**config.mk**
```make
export PLATFORM = sky130hd
export DESIGN_NAME = rfck_dual_rf
export DESIGN_NICKNAME = d
export VERILOG_FILES = /design/src/rtl/rfck_pkg.sv /design/src/rtl/rfck_bank.sv /design/src/rtl/rfck_map.sv /design/src/rtl/rfck_ring.sv /design/src/rtl/rfck_dual_rf.sv
export SDC_FILE = /design/constraint.sdc
export NUM_CORES = 2
export LEC_CHECK = 0
export CAP_MARGIN = 40
export CELL_PAD_IN_SITES_DETAIL_PLACEMENT = 0
export CELL_PAD_IN_SITES_GLOBAL_PLACEMENT = 1
export CORE_MARGIN = 2
export CORE_UTILIZATION = 40
export DETAILED_ROUTE_END_ITERATION = 10
export PLACE_DENSITY = 0.72
export REMOVE_ABC_BUFFERS = 1
export SYNTH_ARGS = -nofsm -noshare
export SYNTH_HDL_FRONTEND = slang
export SYNTH_SLANG_ARGS = --single-unit
```
**constraint.sdc**
```tcl
create_clock -name clk -period 2.8 [get_ports clk]
set_clock_uncertainty 0.05 [all_clocks]
set_input_delay 0.28 -clock clk [delete_from_list [all_inputs] [get_ports clk]]
set_output_delay 0.28 -clock clk [all_outputs]
set_load 0.005 [all_outputs]
```
**src/rtl/rfck_pkg.sv**
```systemverilog
package rfck_pkg;
  // Action applied to the per-register mapping/dirty state in a cycle.
  typedef enum logic [1:0] {
    MAP_HOLD    = 2'd0,
    MAP_CLOSE   = 2'd1,
    MAP_RESTORE = 2'd2
  } map_op_e;
endpackage

```
**src/rtl/rfck_bank.sv**
```systemverilog
module rfck_bank #(
  parameter int NUM_REGS = 16,
  parameter int DATA_W   = 32,
  localparam int AW      = $clog2(NUM_REGS)
) (
  input  logic                clk,
  input  logic                rst_n,
  input  logic                we,
  input  logic                wsel,
  input  logic [AW-1:0]       waddr,
  input  logic [DATA_W-1:0]   wdata,
  input  logic [NUM_REGS-1:0] map,
  input  logic [AW-1:0]       raddr0,
  input  logic [AW-1:0]       raddr1,
  output logic [DATA_W-1:0]   rdata0,
  output logic [DATA_W-1:0]   rdata1
);
  logic [DATA_W-1:0] rd0_c [2];
  logic [DATA_W-1:0] rd1_c [2];

  for (genvar c = 0; c < 2; c++) begin : g_copy
    logic [DATA_W-1:0] mem [NUM_REGS];

    always_ff @(posedge clk or negedge rst_n) begin
      if (!rst_n) begin
        for (int i = 0; i < NUM_REGS; i++) mem[i] <= '0;
      end else if (we && (wsel == 1'(c))) begin
        mem[waddr] <= wdata;
      end
    end

    assign rd0_c[c] = mem[raddr0];
    assign rd1_c[c] = mem[raddr1];
  end

  assign rdata0 = rd0_c[map[raddr0]];
  assign rdata1 = rd1_c[map[raddr1]];
endmodule

```
**src/rtl/rfck_map.sv**
```systemverilog
module rfck_map
  import rfck_pkg::*;
#(
  parameter int NUM_REGS = 16,
  localparam int AW      = $clog2(NUM_REGS)
) (
  input  logic                clk,
  input  logic                rst_n,
  input  logic                wr_fire,
  input  logic [AW-1:0]       wr_addr,
  input  map_op_e             op,
  input  logic [NUM_REGS-1:0] restore_map,
  output logic [NUM_REGS-1:0] cur_map,
  output logic [NUM_REGS-1:0] dirty_mask,
  output logic [NUM_REGS-1:0] next_map,
  output logic                wr_sel
);
  logic [NUM_REGS-1:0] wr_onehot;
  logic                first_wr;

  always_comb begin
    wr_onehot          = '0;
    wr_onehot[wr_addr] = wr_fire;
  end

  assign first_wr = wr_fire && !dirty_mask[wr_addr];
  assign wr_sel   = first_wr ? ~cur_map[wr_addr] : cur_map[wr_addr];
  assign next_map = first_wr ? (cur_map ^ wr_onehot) : cur_map;

  always_ff @(posedge clk or negedge rst_n) begin
    if (!rst_n) begin
      cur_map    <= '0;
      dirty_mask <= '0;
    end else begin
      case (op)
        MAP_RESTORE: begin
          cur_map    <= restore_map;
          dirty_mask <= '0;
        end
        MAP_CLOSE: begin
          cur_map    <= next_map;
          dirty_mask <= '0;
        end
        default: begin
          cur_map    <= next_map;
          dirty_mask <= dirty_mask | wr_onehot;
        end
      endcase
    end
  end
endmodule

```
**src/rtl/rfck_ring.sv**
```systemverilog
module rfck_ring #(
  parameter int NUM_REGS = 16,
  parameter int DEPTH    = 4,
  localparam int PTR_W   = $clog2(DEPTH),
  localparam int CNT_W   = $clog2(DEPTH + 1),
  localparam int SUM_W   = $clog2(2 * DEPTH)
) (
  input  logic                clk,
  input  logic                rst_n,
  input  logic                push,
  input  logic                commit,
  input  logic [NUM_REGS-1:0] push_map,
  output logic [NUM_REGS-1:0] newest_map,
  output logic                full
);
  localparam logic [SUM_W-1:0] DEPTH_S = SUM_W'(DEPTH);

  logic [NUM_REGS-1:0] slot [DEPTH];
  logic [PTR_W-1:0]    head;
  logic [CNT_W-1:0]    count;
  logic                pop;
  logic [PTR_W-1:0]    tail_idx;
  logic [PTR_W-1:0]    newest_idx;
  logic [PTR_W-1:0]    head_nxt;

  function automatic logic [PTR_W-1:0] wrap(input logic [SUM_W-1:0] v);
    return (v >= DEPTH_S) ? PTR_W'(v - DEPTH_S) : PTR_W'(v);
  endfunction

  assign full       = (count == CNT_W'(DEPTH));
  assign pop        = commit && (count > CNT_W'(1));
  assign tail_idx   = wrap(SUM_W'(head) + SUM_W'(count));
  assign newest_idx = wrap(SUM_W'(head) + SUM_W'(count) - SUM_W'(1));
  assign head_nxt   = wrap(SUM_W'(head) + SUM_W'(1));
  assign newest_map = slot[newest_idx];

  always_ff @(posedge clk or negedge rst_n) begin
    if (!rst_n) begin
      for (int i = 0; i < DEPTH; i++) slot[i] <= '0;
      head  <= '0;
      count <= CNT_W'(1);
    end else begin
      if (push) slot[tail_idx] <= push_map;
      if (pop)  head <= head_nxt;
      case ({push, pop})
        2'b10:   count <= count + CNT_W'(1);
        2'b01:   count <= count - CNT_W'(1);
        default: count <= count;
      endcase
    end
  end
endmodule

```
**src/rtl/rfck_dual_rf.sv**
```systemverilog
module rfck_dual_rf
  import rfck_pkg::*;
#(
  parameter int NUM_REGS   = 16,
  parameter int DATA_W     = 32,
  parameter int MAX_BLOCKS = 3,
  localparam int AW        = $clog2(NUM_REGS),
  localparam int DEPTH     = MAX_BLOCKS + 1
) (
  input  logic              clk,
  input  logic              rst_n,
  input  logic              wr_valid,
  output logic              wr_ready,
  input  logic [AW-1:0]     wr_addr,
  input  logic [DATA_W-1:0] wr_data,
  input  logic [AW-1:0]     rd_addr0,
  output logic [DATA_W-1:0] rd_data0,
  input  logic [AW-1:0]     rd_addr1,
  output logic [DATA_W-1:0] rd_data1,
  input  logic              blk_end,
  input  logic              blk_commit,
  input  logic              rollback,
  output logic              stall
);
  logic                wr_fire;
  logic                close_ok;
  logic                wr_sel;
  map_op_e             map_op;
  logic [NUM_REGS-1:0] cur_map;
  logic [NUM_REGS-1:0] dirty_mask;
  logic [NUM_REGS-1:0] next_map;
  logic [NUM_REGS-1:0] newest_map;
  logic [DATA_W-1:0]   bank_rd0;
  logic [DATA_W-1:0]   bank_rd1;

  assign wr_ready = !rollback;
  assign wr_fire  = wr_valid && wr_ready;
  assign close_ok = blk_end && !rollback && !stall;

  always_comb begin
    if (rollback)      map_op = MAP_RESTORE;
    else if (close_ok) map_op = MAP_CLOSE;
    else               map_op = MAP_HOLD;
  end

  rfck_map #(.NUM_REGS(NUM_REGS)) i_map (
    .clk        (clk),
    .rst_n      (rst_n),
    .wr_fire    (wr_fire),
    .wr_addr    (wr_addr),
    .op         (map_op),
    .restore_map(newest_map),
    .cur_map    (cur_map),
    .dirty_mask (dirty_mask),
    .next_map   (next_map),
    .wr_sel     (wr_sel)
  );

  rfck_ring #(.NUM_REGS(NUM_REGS), .DEPTH(DEPTH)) i_ring (
    .clk       (clk),
    .rst_n     (rst_n),
    .push      (close_ok),
    .commit    (blk_commit),
    .push_map  (next_map),
    .newest_map(newest_map),
    .full      (stall)
  );

  rfck_bank #(.NUM_REGS(NUM_REGS), .DATA_W(DATA_W)) i_bank (
    .clk    (clk),
    .rst_n  (rst_n),
    .we     (wr_fire),
    .wsel   (wr_sel),
    .waddr  (wr_addr),
    .wdata  (wr_data),
    .map    (cur_map),
    .raddr0 (rd_addr0),
    .raddr1 (rd_addr1),
    .rdata0 (bank_rd0),
    .rdata1 (bank_rd1)
  );

  assign rd_data0 = (wr_fire && (wr_addr == rd_addr0)) ? wr_data : bank_rd0;
  assign rd_data1 = (wr_fire && (wr_addr == rd_addr1)) ? wr_data : bank_rd1;
endmodule

```
==> results_dict.tcl <==
set metrics [dict create \
    grt_pass1_vias 39100 \
    ios 116 \
    cp_data_required_time_ps 2470 \
    ys.flop_type "dfrtp_1" \
    antenna_found_initial 2 \
    gp_congestion 0.823 \
    synthTopCellsByArea "dfrtp_1 47%, mux4_2 25%, mux2_2 17%" \
    rrSetupSlack_ps -450 \
    p_leak_uw 0.0333 \
    finalSetupViolCount 1088 \
    portBuffers 115 \
    max_slew_margin 0.541 \
    synth-edff-count 0 \
    clkSinkCount 1125 \
    violations "negative setup slack" \
    numCtsBuffers 121 \
    synthTopCellsByCount "1124 x dfrtp_1, 933 x mux2_2, 666 x mux4_2" \
    drv_cap 0 \
    ys_seq_area_frac 0.468 \
    worstSetupStartpointType "flop" \
    design_area_um2 76300 \
    nets 4309 \
    area_delta_synth_final_pct 26.8 \
    drcViolationCount 0 \
    slowest_stage "mux4_4" \
    powerDensity_nw_per_um2 800 \
    dp_hpwl_mm 119 \
    yosysMostFrequentCell "dfrtp_1" \
    drive_gt1_frac 0.609 \
    async_flop_share 1.00 \
    synth_cell_types 52 \
    synth-seq-cells 1125 \
    htree_levels 3 \
    fmax_mhz 282 \
    rows 142 \
    cp_max_fo 8 \
    clkTransAtPathRegs_ps 60 \
    grt_pass1_wl_mm 272 \
    start_util 0.402 \
    overflow 0 \
    synth.avg_cell_area_um2 15.8 \
    final_cells 6364 \
    grt_max_degree 86 \
    routed_wirelength_mm 198 \
    fin_ws_ps -741 \
    drv_slew 0 \
    synth_top_area_cell "dfrtp_1" \
    cts_tree "done" \
    ant_nets 0 \
    num_vias 38600 \
    ir_worst_vdd_uv 549 \
    dr.pass1.iters 7 \
    path_buf_inv 4 \
    path_cells "mux4_2 > mux4_4 > buf_12 > buf_8 > buf_12 > mux2i_4 > o21ai_1 > buf_2" \
    hold_viol_final 0 \
    ctsLongestPathBuffers 3 \
    regToRegEndpoint "i_bank.g_copy[1].mem[484]" \
    viasPerCell 6.06 \
    cp_top_family "multiplexers" \
    worstReg2RegStart "i_map.dirty_mask[7]" \
    rr_worst_depth 10 \
    placed_cell_area_um2 67700 \
    fin_tns_setup_ps -327820 \
    synthDominantCellAreaShare 0.468 \
    diodes 0 \
    hp-class "in -> async" \
    period_share 1.26 \
    cp_common_cell "buf_12" \
    die-area_um2 153000 \
    dp_cells 6018 \
    worstMarginPinSlew_ps 689 \
    drtIter0Drc 3708 \
    nFillCells 12200 \
    clock-root-buffer "clkbuf_16" \
    clk_latency_ps 750 \
    die_y_um 392 \
    routedWlPerCell_um 31.2 \
    period_needed_ps 3540 \
    die_w_um 392 \
    rsz0062_at_grt "yes" \
    status "finished with violations" \
    core_area_um2 150000 \
    synth_area_um2 60100 \
    crit_type "reg -> out" \
    critPathCaptureType "output pin" \
    yosys_warnings 0 \
    cpPeakStageDelay_ps 630 \
    grt_usage 0.241 \
    worstPathArrival_ps 3210 \
    synthCells 3816 \
]
==> worst max path at each step <==
stage | from | to | slack, ps | cells after the start
2_1_floorplan | i_map.dirty_mask[7] | i_bank.g_copy[1].mem[384] | -1860 | 6
3_3_place_gp | wr_addr[0] | i_bank.g_copy[0].mem[168] | -810 | 11
3_5_place_dp | wr_addr[0] | i_bank.g_copy[0].mem[190] | -830 | 11
4_1_cts | i_map.cur_map[9] | rd_data0[17] | -820 | 7
5_1_grt | i_map.cur_map[10] | rd_data0[11] | -830 | 8
6_report | i_map.cur_map[9] | rd_data0[11] | -740 | 8
==> logic make-up after synthesis <==
group                    count (synthesis)  share of synthesized area
multiplexers                          1761                      0.455
flip-flops                            1125                      0.468
buffers and inverters                  411                     0.0310
AND/OR/NAND/NOR                        276                     0.0202
AO/OA/AOI/OAI                          201                     0.0190
XOR/XNOR                                32                    0.00478
adder cells (fa/ha/maj)                 10                    0.00208
==> routing by layer <==
metal / GRT usage / wire length (um)
met1: 0.339 / 83400
met2: 0.384 / 93400
met3: 0.0439 / 15100
met4: 0.0655 / 6350
met5: 0 / 27
==> cell usage in the layout (no fill, tap or decap), types with 65 or more instances in the layout <==
cell       instances
dfrtp_1         1124
mux4_2           665
mux2_2           560
mux2_4           416
buf_4            300
buf_12           187
clkbuf_16        159
nand2_1          121
nor2_1            75
o21ai_0           65
==> state kept, by name (all words and copies together) (netlist names) <==
signal,count
i_ring.head,2
i_bank.g_copy.mem,1024
i_ring.slot,64
i_ring.count,3
i_map.dirty_mask,16
i_map.cur_map,16
==> report_power, final <==
part | switching (uW) | internal, uW | total, uW
logic | 7820 | 12800 | 20600
clock network | 6940 | 9200 | 16100
registers | 3360 | 20900 | 24300
==> per-stage QoR <==
stage / total power (uW) / hold slack [ps] / worst slack (ps) / util
6_report: 61000 / 92.3 / -741 / 0.510
3_5_place_dp: 42100 / 274 / -828 / 0.453
4_1_cts: 59900 / 79.9 / -817 / 0.489
2_1_floorplan: 34700 / -65.6 / -1860 / -
3_3_place_gp: 41500 / 274 / -813 / 0.453
5_1_grt: 63800 / 102 / -827 / 0.510
==> what timing repair did <==
action,in CTS,in global routing
gates cloned,7,43
resized for setup,478,498
hold endpoints to repair,321,0
setup endpoints to repair,1087,1087
hold buffers,1,0
setup buffers,50,37
pin swaps,49,27
==> cell type report <==
type / instances / area (um^2) / share of cell area
Tap cell: 2016 / 2520 / 0.0331
Inverter: 8 / 30.0 / 0.000394
Multi-Input combinational cell: 2281 / 32600 / 0.428
Sequential cell: 1125 / 28200 / 0.369
Timing Repair Buffer: 712 / 8980 / 0.118
Clock inverter: 45 / 432 / 0.00566
Clock buffer: 177 / 3540 / 0.0464
Power figures use the tool's default switching activity.
